[src/rtl/psr_pkg.sv]
package psr_pkg;

    // Source of the PWM output for the current interval
    typedef enum logic [1:0] {
        DRV_REG  = 2'd0,
        DRV_HIGH = 2'd1,
        DRV_LOW  = 2'd2
    } drv_mode_e;

endpackage

[src/rtl/psr_refcnt.sv]
module psr_refcnt #(
    parameter int PH_W = 17
) (
    input  logic            clk,
    input  logic            rst_n,
    output logic [PH_W-1:0] cnt,
    output logic            win_end
);
    // Last count of an interval window: largest positive signed value
    localparam logic [PH_W-1:0] LAST = {1'b0, {(PH_W-1){1'b1}}};

    logic [PH_W-1:0] cnt_d, cnt_q;

    always_comb begin
        cnt_d   = cnt_q + 1'b1;
        win_end = (cnt_q == LAST);
        cnt     = cnt_q;
    end

    always_ff @(posedge clk or negedge rst_n) begin
        if (!rst_n) cnt_q <= '0;
        else        cnt_q <= cnt_d;
    end
endmodule

[src/rtl/psr_phase_cap.sv]
module psr_phase_cap #(
    parameter int PH_W = 17
) (
    input  logic            clk,
    input  logic            rst_n,
    input  logic            stb,
    input  logic [PH_W-1:0] cnt,
    input  logic            win_end,
    output logic [PH_W-1:0] err_now,
    output logic            seen_now
);
    typedef struct packed {
        logic            seen;
        logic [PH_W-1:0] err;
    } cap_t;

    cap_t cap_d, cap_q;

    always_comb begin
        // a strobe in this cycle replaces any earlier one (last wins)
        err_now    = stb ? cnt : cap_q.err;
        seen_now   = stb | cap_q.seen;
        cap_d.err  = err_now;
        cap_d.seen = win_end ? 1'b0 : seen_now;
    end

    always_ff @(posedge clk or negedge rst_n) begin
        if (!rst_n) cap_q <= '0;
        else        cap_q <= cap_d;
    end
endmodule

[src/rtl/psr_duty_map.sv]
module psr_duty_map #(
    parameter  int PWM_W = 8,
    parameter  int IVL_W = 9,
    localparam int PH_W  = PWM_W + IVL_W
) (
    input  logic [PH_W-1:0]  err,
    output logic [PWM_W-1:0] duty,
    output logic             in_range
);
    localparam int PER = 1 << PWM_W;
    localparam int MID = PER / 2;
    localparam int LO  = (PER * 9 + 50) / 100;
    localparam int HI  = (PER * 91 + 50) / 100;
    localparam int LIM = (MID - LO) << IVL_W;

    localparam logic signed [PH_W+1:0] MID_S = (PH_W+2)'(MID);
    localparam logic signed [PH_W+1:0] LO_S  = (PH_W+2)'(LO);
    localparam logic signed [PH_W+1:0] HI_S  = (PH_W+2)'(HI);
    localparam logic signed [PH_W:0]   LIM_S = (PH_W+1)'(LIM);

    logic signed [PH_W-1:0] e_s;
    logic signed [PH_W-1:0] step;
    logic signed [PH_W+1:0] raw;
    logic signed [PH_W:0]   e_x;

    always_comb begin
        e_s  = $signed(err);
        step = e_s >>> IVL_W;                       // floor division
        raw  = MID_S + $signed({{2{step[PH_W-1]}}, step});
        e_x  = $signed({e_s[PH_W-1], e_s});
        in_range = (e_x >= -LIM_S) && (e_x <= LIM_S);
        if (raw < LO_S)      duty = PWM_W'(LO);
        else if (raw > HI_S) duty = PWM_W'(HI);
        else                 duty = raw[PWM_W-1:0];
    end
endmodule

[src/rtl/psr_pwm_gen.sv]
module psr_pwm_gen #(
    parameter int PWM_W = 8
) (
    input  logic                clk,
    input  logic                rst_n,
    input  logic [PWM_W-1:0]    cnt_lo,
    input  logic [PWM_W-1:0]    duty,
    input  psr_pkg::drv_mode_e  mode,
    output logic                pwm
);
    logic pwm_d, pwm_q;

    always_comb begin
        unique case (mode)
            psr_pkg::DRV_HIGH: pwm_d = 1'b1;
            psr_pkg::DRV_LOW:  pwm_d = 1'b0;
            default:           pwm_d = (cnt_lo < duty);
        endcase
        pwm = pwm_q;
    end

    always_ff @(posedge clk or negedge rst_n) begin
        if (!rst_n) pwm_q <= 1'b0;
        else        pwm_q <= pwm_d;
    end
endmodule

[src/rtl/psr_top.sv]
module psr_top #(
    parameter int PWM_W = 8,
    parameter int IVL_W = 9
) (
    input  logic clk,
    input  logic rst_n,
    input  logic frame_stb,
    input  logic ovr_active,
    input  logic ovr_high,
    input  logic ovr_low,
    output logic pwm_o,
    output logic phase_valid_o
);
    localparam int PH_W = PWM_W + IVL_W;
    localparam int MID  = (1 << PWM_W) / 2;

    typedef struct packed {
        logic [PWM_W-1:0]   duty;
        logic               valid;
        psr_pkg::drv_mode_e mode;
    } reg_t;

    reg_t st_d, st_q;

    logic [PH_W-1:0]    cnt;
    logic               win_end;
    logic [PH_W-1:0]    err_now;
    logic               seen_now;
    logic [PWM_W-1:0]   duty_new;
    logic               in_range;
    logic [PWM_W-1:0]   duty_cur;
    psr_pkg::drv_mode_e mode_cur;

    psr_refcnt #(.PH_W(PH_W)) u_ref (
        .clk(clk), .rst_n(rst_n), .cnt(cnt), .win_end(win_end)
    );

    psr_phase_cap #(.PH_W(PH_W)) u_cap (
        .clk(clk), .rst_n(rst_n), .stb(frame_stb), .cnt(cnt),
        .win_end(win_end), .err_now(err_now), .seen_now(seen_now)
    );

    psr_duty_map #(.PWM_W(PWM_W), .IVL_W(IVL_W)) u_map (
        .err(err_now), .duty(duty_new), .in_range(in_range)
    );

    always_comb begin
        st_d = st_q;
        if (win_end) begin
            st_d.valid = seen_now && in_range;
            if (seen_now) st_d.duty = duty_new;
            if (!ovr_active)             st_d.mode = psr_pkg::DRV_REG;
            else if (ovr_high && !ovr_low) st_d.mode = psr_pkg::DRV_HIGH;
            else                         st_d.mode = psr_pkg::DRV_LOW;
        end
        duty_cur      = st_q.duty;
        mode_cur      = st_q.mode;
        phase_valid_o = st_q.valid;
    end

    always_ff @(posedge clk or negedge rst_n) begin
        if (!rst_n) begin
            st_q.duty  <= PWM_W'(MID);
            st_q.valid <= 1'b0;
            st_q.mode  <= psr_pkg::DRV_REG;
        end else begin
            st_q <= st_d;
        end
    end

    psr_pwm_gen #(.PWM_W(PWM_W)) u_pwm (
        .clk(clk), .rst_n(rst_n), .cnt_lo(cnt[PWM_W-1:0]),
        .duty(duty_cur), .mode(mode_cur), .pwm(pwm_o)
    );
endmodule

[config.mk]
export PLATFORM = sky130hd
export DESIGN_NAME = psr_top
export DESIGN_NICKNAME = d
export VERILOG_FILES = /design/src/rtl/psr_pkg.sv /design/src/rtl/psr_refcnt.sv /design/src/rtl/psr_phase_cap.sv /design/src/rtl/psr_duty_map.sv /design/src/rtl/psr_pwm_gen.sv /design/src/rtl/psr_top.sv
export SDC_FILE = /design/constraint.sdc
export NUM_CORES = 1
export LEC_CHECK = 0
export CORE_MARGIN = 1.5
export CORE_UTILIZATION = 45
export CTS_CLUSTER_SIZE = 12
export DETAILED_ROUTE_END_ITERATION = 6
export DONT_BUFFER_PORTS = 1
export GPL_TIMING_DRIVEN = 0
export PLACE_DENSITY = 0.64
export SLEW_MARGIN = 20
export SYNTH_ARGS = -nofsm -noshare
export SYNTH_HDL_FRONTEND = slang
export SYNTH_SLANG_ARGS = --single-unit
[constraint.sdc]
create_clock -name clk -period 5.7 [get_ports clk]
set_input_delay 0.57 -clock clk [delete_from_list [all_inputs] [get_ports clk]]
set_output_delay 0.57 -clock clk [all_outputs]
set_load 0.05 [all_outputs]
==> metrics <==
status=complete, no violations; Post-synth EDFFs=0; normalized max-slew margin=65.19%; clk slew on worst S/H paths=0.08 ns; Tot GR Track Use=17.74%; Syn Inst Count=about 200; Final #Nets=226; layout cells sized above 1=17.54%; DR WL met2=1906 um; Placed Cells incl. Taps=272; Worst Skew=~0.0079 ns; antenna cell count=0; Final setup viols=0; HP Class=primary input to async pin; Cell Count, Final, Fillers Out=roughly 280; clock buffer depth=2; postcts setup bufs=0; gr ovfl total=0; Clock Sinks=47; synth-to-layout area growth=8.427%; effective utilization at floorplan=between 40 and 50%; flop-to-flop setup slack=3.05 ns; TritonCTS buffer count=5; row count=26; first drt pass iteration count=4; Pleak=0.001178 uW; Ys Warns=0; CP Data Arrival Time=2.87 ns; Power Density=220.6 nW/um^2; Layout fillers=459; H-tree depth=2; Synth Cell Area=roughly 2300 um^2; die height=approximately 75 um; wire length per cell=15.15 um; reg2reg end=duty_cur[4]$_DFFE_PN0P_; CTS tree=built; Routed Antenna Nets=0; clk root buf=clkbuf_8; maximum vdd drop=0.00009212 V; Post-synth ARST share=between 90% and 100%; Initial DRC Count=120; max-slew violations=0; count of final hold-check violations=0; Vias=1488; CP Cell Sequence=and4_1, and3_1, nand3_1, nor2_1, ha_1, inv_1, nor2_1, buf_2, nor2_1, a31oi_2; post-synth net total=218; maxcap violations=0; sequential-to-total area share from yosys stat=50.51%; synth unique cells=48; routed metal-1 wirelength=2181 um; I/O pin count=8; drt via density=5.295; Final GP Congestion=a little under 0.9; critical path endpoint category=flip-flop; clock period minus worst slack=2.646 ns; DP HPWL=3001 um; RR Startpoint=u_ref.cnt[2]$_DFF_PN0_; final setup TNS=0 ns; syn avg cell area=~12 um^2; register area=1177 um^2; final WL=approximately 4300 um; Critical Path RT=5.92 ns; Critical Path Most Common Cell=nor2_1; multi-input logic area=1074 um^2; vias in the first global route=1395; RSZ-0062 raised after global routing=no; flops & latches, synth=47; Crit-path slowest cell=dfrtp_1; Final period util=46.42%; Worst Path Max Fanout=10; Chip Width=74.97 um; CP Class=flip-flop to flip-flop; pin count of the biggest net entering global routing=47; Worst Reg-to-Reg Cells=10; post-CTS sizing=0; DR WL met3=110 um; highest metal used=met4; CP Launch Type=flip-flop; DRC=0; first-pass GRT wire length=7314 um; die area=about 5600 um^2; Fmax achieved=approximately 380 MHz; Worst-Skew Late Latency=about 0.3 ns; ys flop type=dfrtp_1; antenna violations before repair=0; CORE AREA=5042 um^2; Slew @ Worst Pin=0.5221 ns; I/O Buffers=0; max incr delay on CP=~0.52 ns
[stage by stage]
step           hold slack (ns)  worst slack (ns)  area, um^2  power, uW  util (%)
2_1_floorplan           0.2744             3.610        2331      362.1         -
3_3_place_gp            0.2753             3.084        2419      365.4     47.97
3_5_place_dp            0.2752             3.092        2419      365.7     47.97
4_1_cts                 0.1044             3.056        2527      564.0     50.12
5_1_grt                0.09225             2.775        2527      582.1     50.12
6_report               0.09650             3.054        2527      557.5     50.12
[cell type report]
type / count / area share, %
flip-flops and latches: 47 / 46.58
multi-input cells: 139 / 42.48
well taps: 70 / 3.465
clock buffers: 7 / 3.020
inverters: 12 / 1.782
plain buffers: 4 / 1.386
repair buffers: 1 / 1.089
clock inverters: 1 / 0.1980
[logic make-up (layout without fill, tap and decap cells)]
family	Yosys count	in the layout	synth area share, %
compound gates	32	32	9.823
xor+xnor	14	14	5.260
fa+ha+maj	10	10	5.368
buf+inv	16	25	3.435
flops	47	47	50.51
mux	17	17	8.373
simple gates	66	66	17.23
[where the power goes]
group	internal (uW)	leakage [uW]	switching [uW]
Clock	86.2	0.0000422	105
Combinational	12.0	0.000541	15.0
Sequential	338	0.000595	1.98
Total	436	0.00118	122
[layer usage]
metal | up-vias | GRT usage, %
met3 | 6 | 3.748
met2 | 21 | 25.66
met4 | 0 | 5.455
met1 | 714 | 26.65
met5 | - | 0
li1 | 747 | -
[flip-flops by register name, indices dropped and copies added, names as in the netlist]
name / flops
duty_cur: 8
mode_cur: 2
u_cap.cap_q: 18
u_pwm.pwm: 1
phase_valid_o: 1
u_ref.cnt: 17
[cell usage in the layout (no fill, tap or decap), types with 2 or more instances in the layout]
cell,synthesis,final
o2111ai_1,2,2
or4_1,2,2
and2_1,2,2
a31oi_1,4,4
clkbuf_1,0,2
xor2_1,5,5
clkbuf_8,0,5
inv_1,12,12
xnor2_1,9,9
o21ai_1,2,2
ha_1,10,10
a221oi_1,2,2
a21o_1,2,2
o21ai_0,9,9
nand2_1,17,17
dfrtp_1,46,46
nor4_1,2,2
a22o_1,2,2
a22oi_1,2,2
nor3_1,2,2
and3_1,6,6
buf_6,2,2
nand3_1,8,8
nor2_1,13,13
mux2_2,16,16
[worst max path at each step]
stage | from | end | slack, ns
after floorplan | u_ref.cnt[2]$_DFF_PN0_ | duty_cur[4]$_DFFE_PN0P_ | 3.61
after global placement | u_ref.cnt[0]$_DFF_PN0_ | duty_cur[4]$_DFFE_PN0P_ | 3.08
after detailed placement | u_ref.cnt[0]$_DFF_PN0_ | duty_cur[4]$_DFFE_PN0P_ | 3.09
after CTS | u_ref.cnt[0]$_DFF_PN0_ | duty_cur[4]$_DFFE_PN0P_ | 3.06
after global routing | u_ref.cnt[0]$_DFF_PN0_ | duty_cur[2]$_DFFE_PN0P_ | 2.78
final | u_ref.cnt[2]$_DFF_PN0_ | duty_cur[4]$_DFFE_PN0P_ | 3.05
[worst max-delay path, delay by kind of cell, from the launching register on]
family                   cells  cell delay [ns]
AO/OA/AOI/OAI                1             0.12
adder cells (fa/ha/maj)      1             0.26
buffers and inverters        2             0.40
flip-flops                   1             0.52
AND/OR/NAND/NOR              6             1.25
[Yosys cell counts, types with 2 or more instances]
cell type | count | area, um^2
a21o_1 | 2 | 15.01
a221oi_1 | 2 | 17.52
a22o_1 | 2 | 17.52
a22oi_1 | 2 | 15.01
a31oi_1 | 4 | 25.02
and2_1 | 2 | 12.51
and3_1 | 6 | 37.54
buf_6 | 2 | 22.52
dfrtp_1 | 46 | 1151
ha_1 | 10 | 125.1
inv_1 | 12 | 45.04
mux2_2 | 16 | 180.2
nand2_1 | 17 | 63.81
nand3_1 | 8 | 40.04
nor2_1 | 13 | 48.80
nor3_1 | 2 | 10.01
nor4_1 | 2 | 12.51
o2111ai_1 | 2 | 17.52
o21ai_0 | 9 | 45.04
o21ai_1 | 2 | 10.01
or4_1 | 2 | 15.01
xnor2_1 | 9 | 78.83
xor2_1 | 5 | 43.79
[what timing repair did]
item | 4_1_cts | 5_1_grt
endpoints found under the hold margin | 46 | 0
setup endpoints to repair | 0 | 0
hold buffers | 1 | 0
Note: power is estimated with default switching activity, not from simulation.
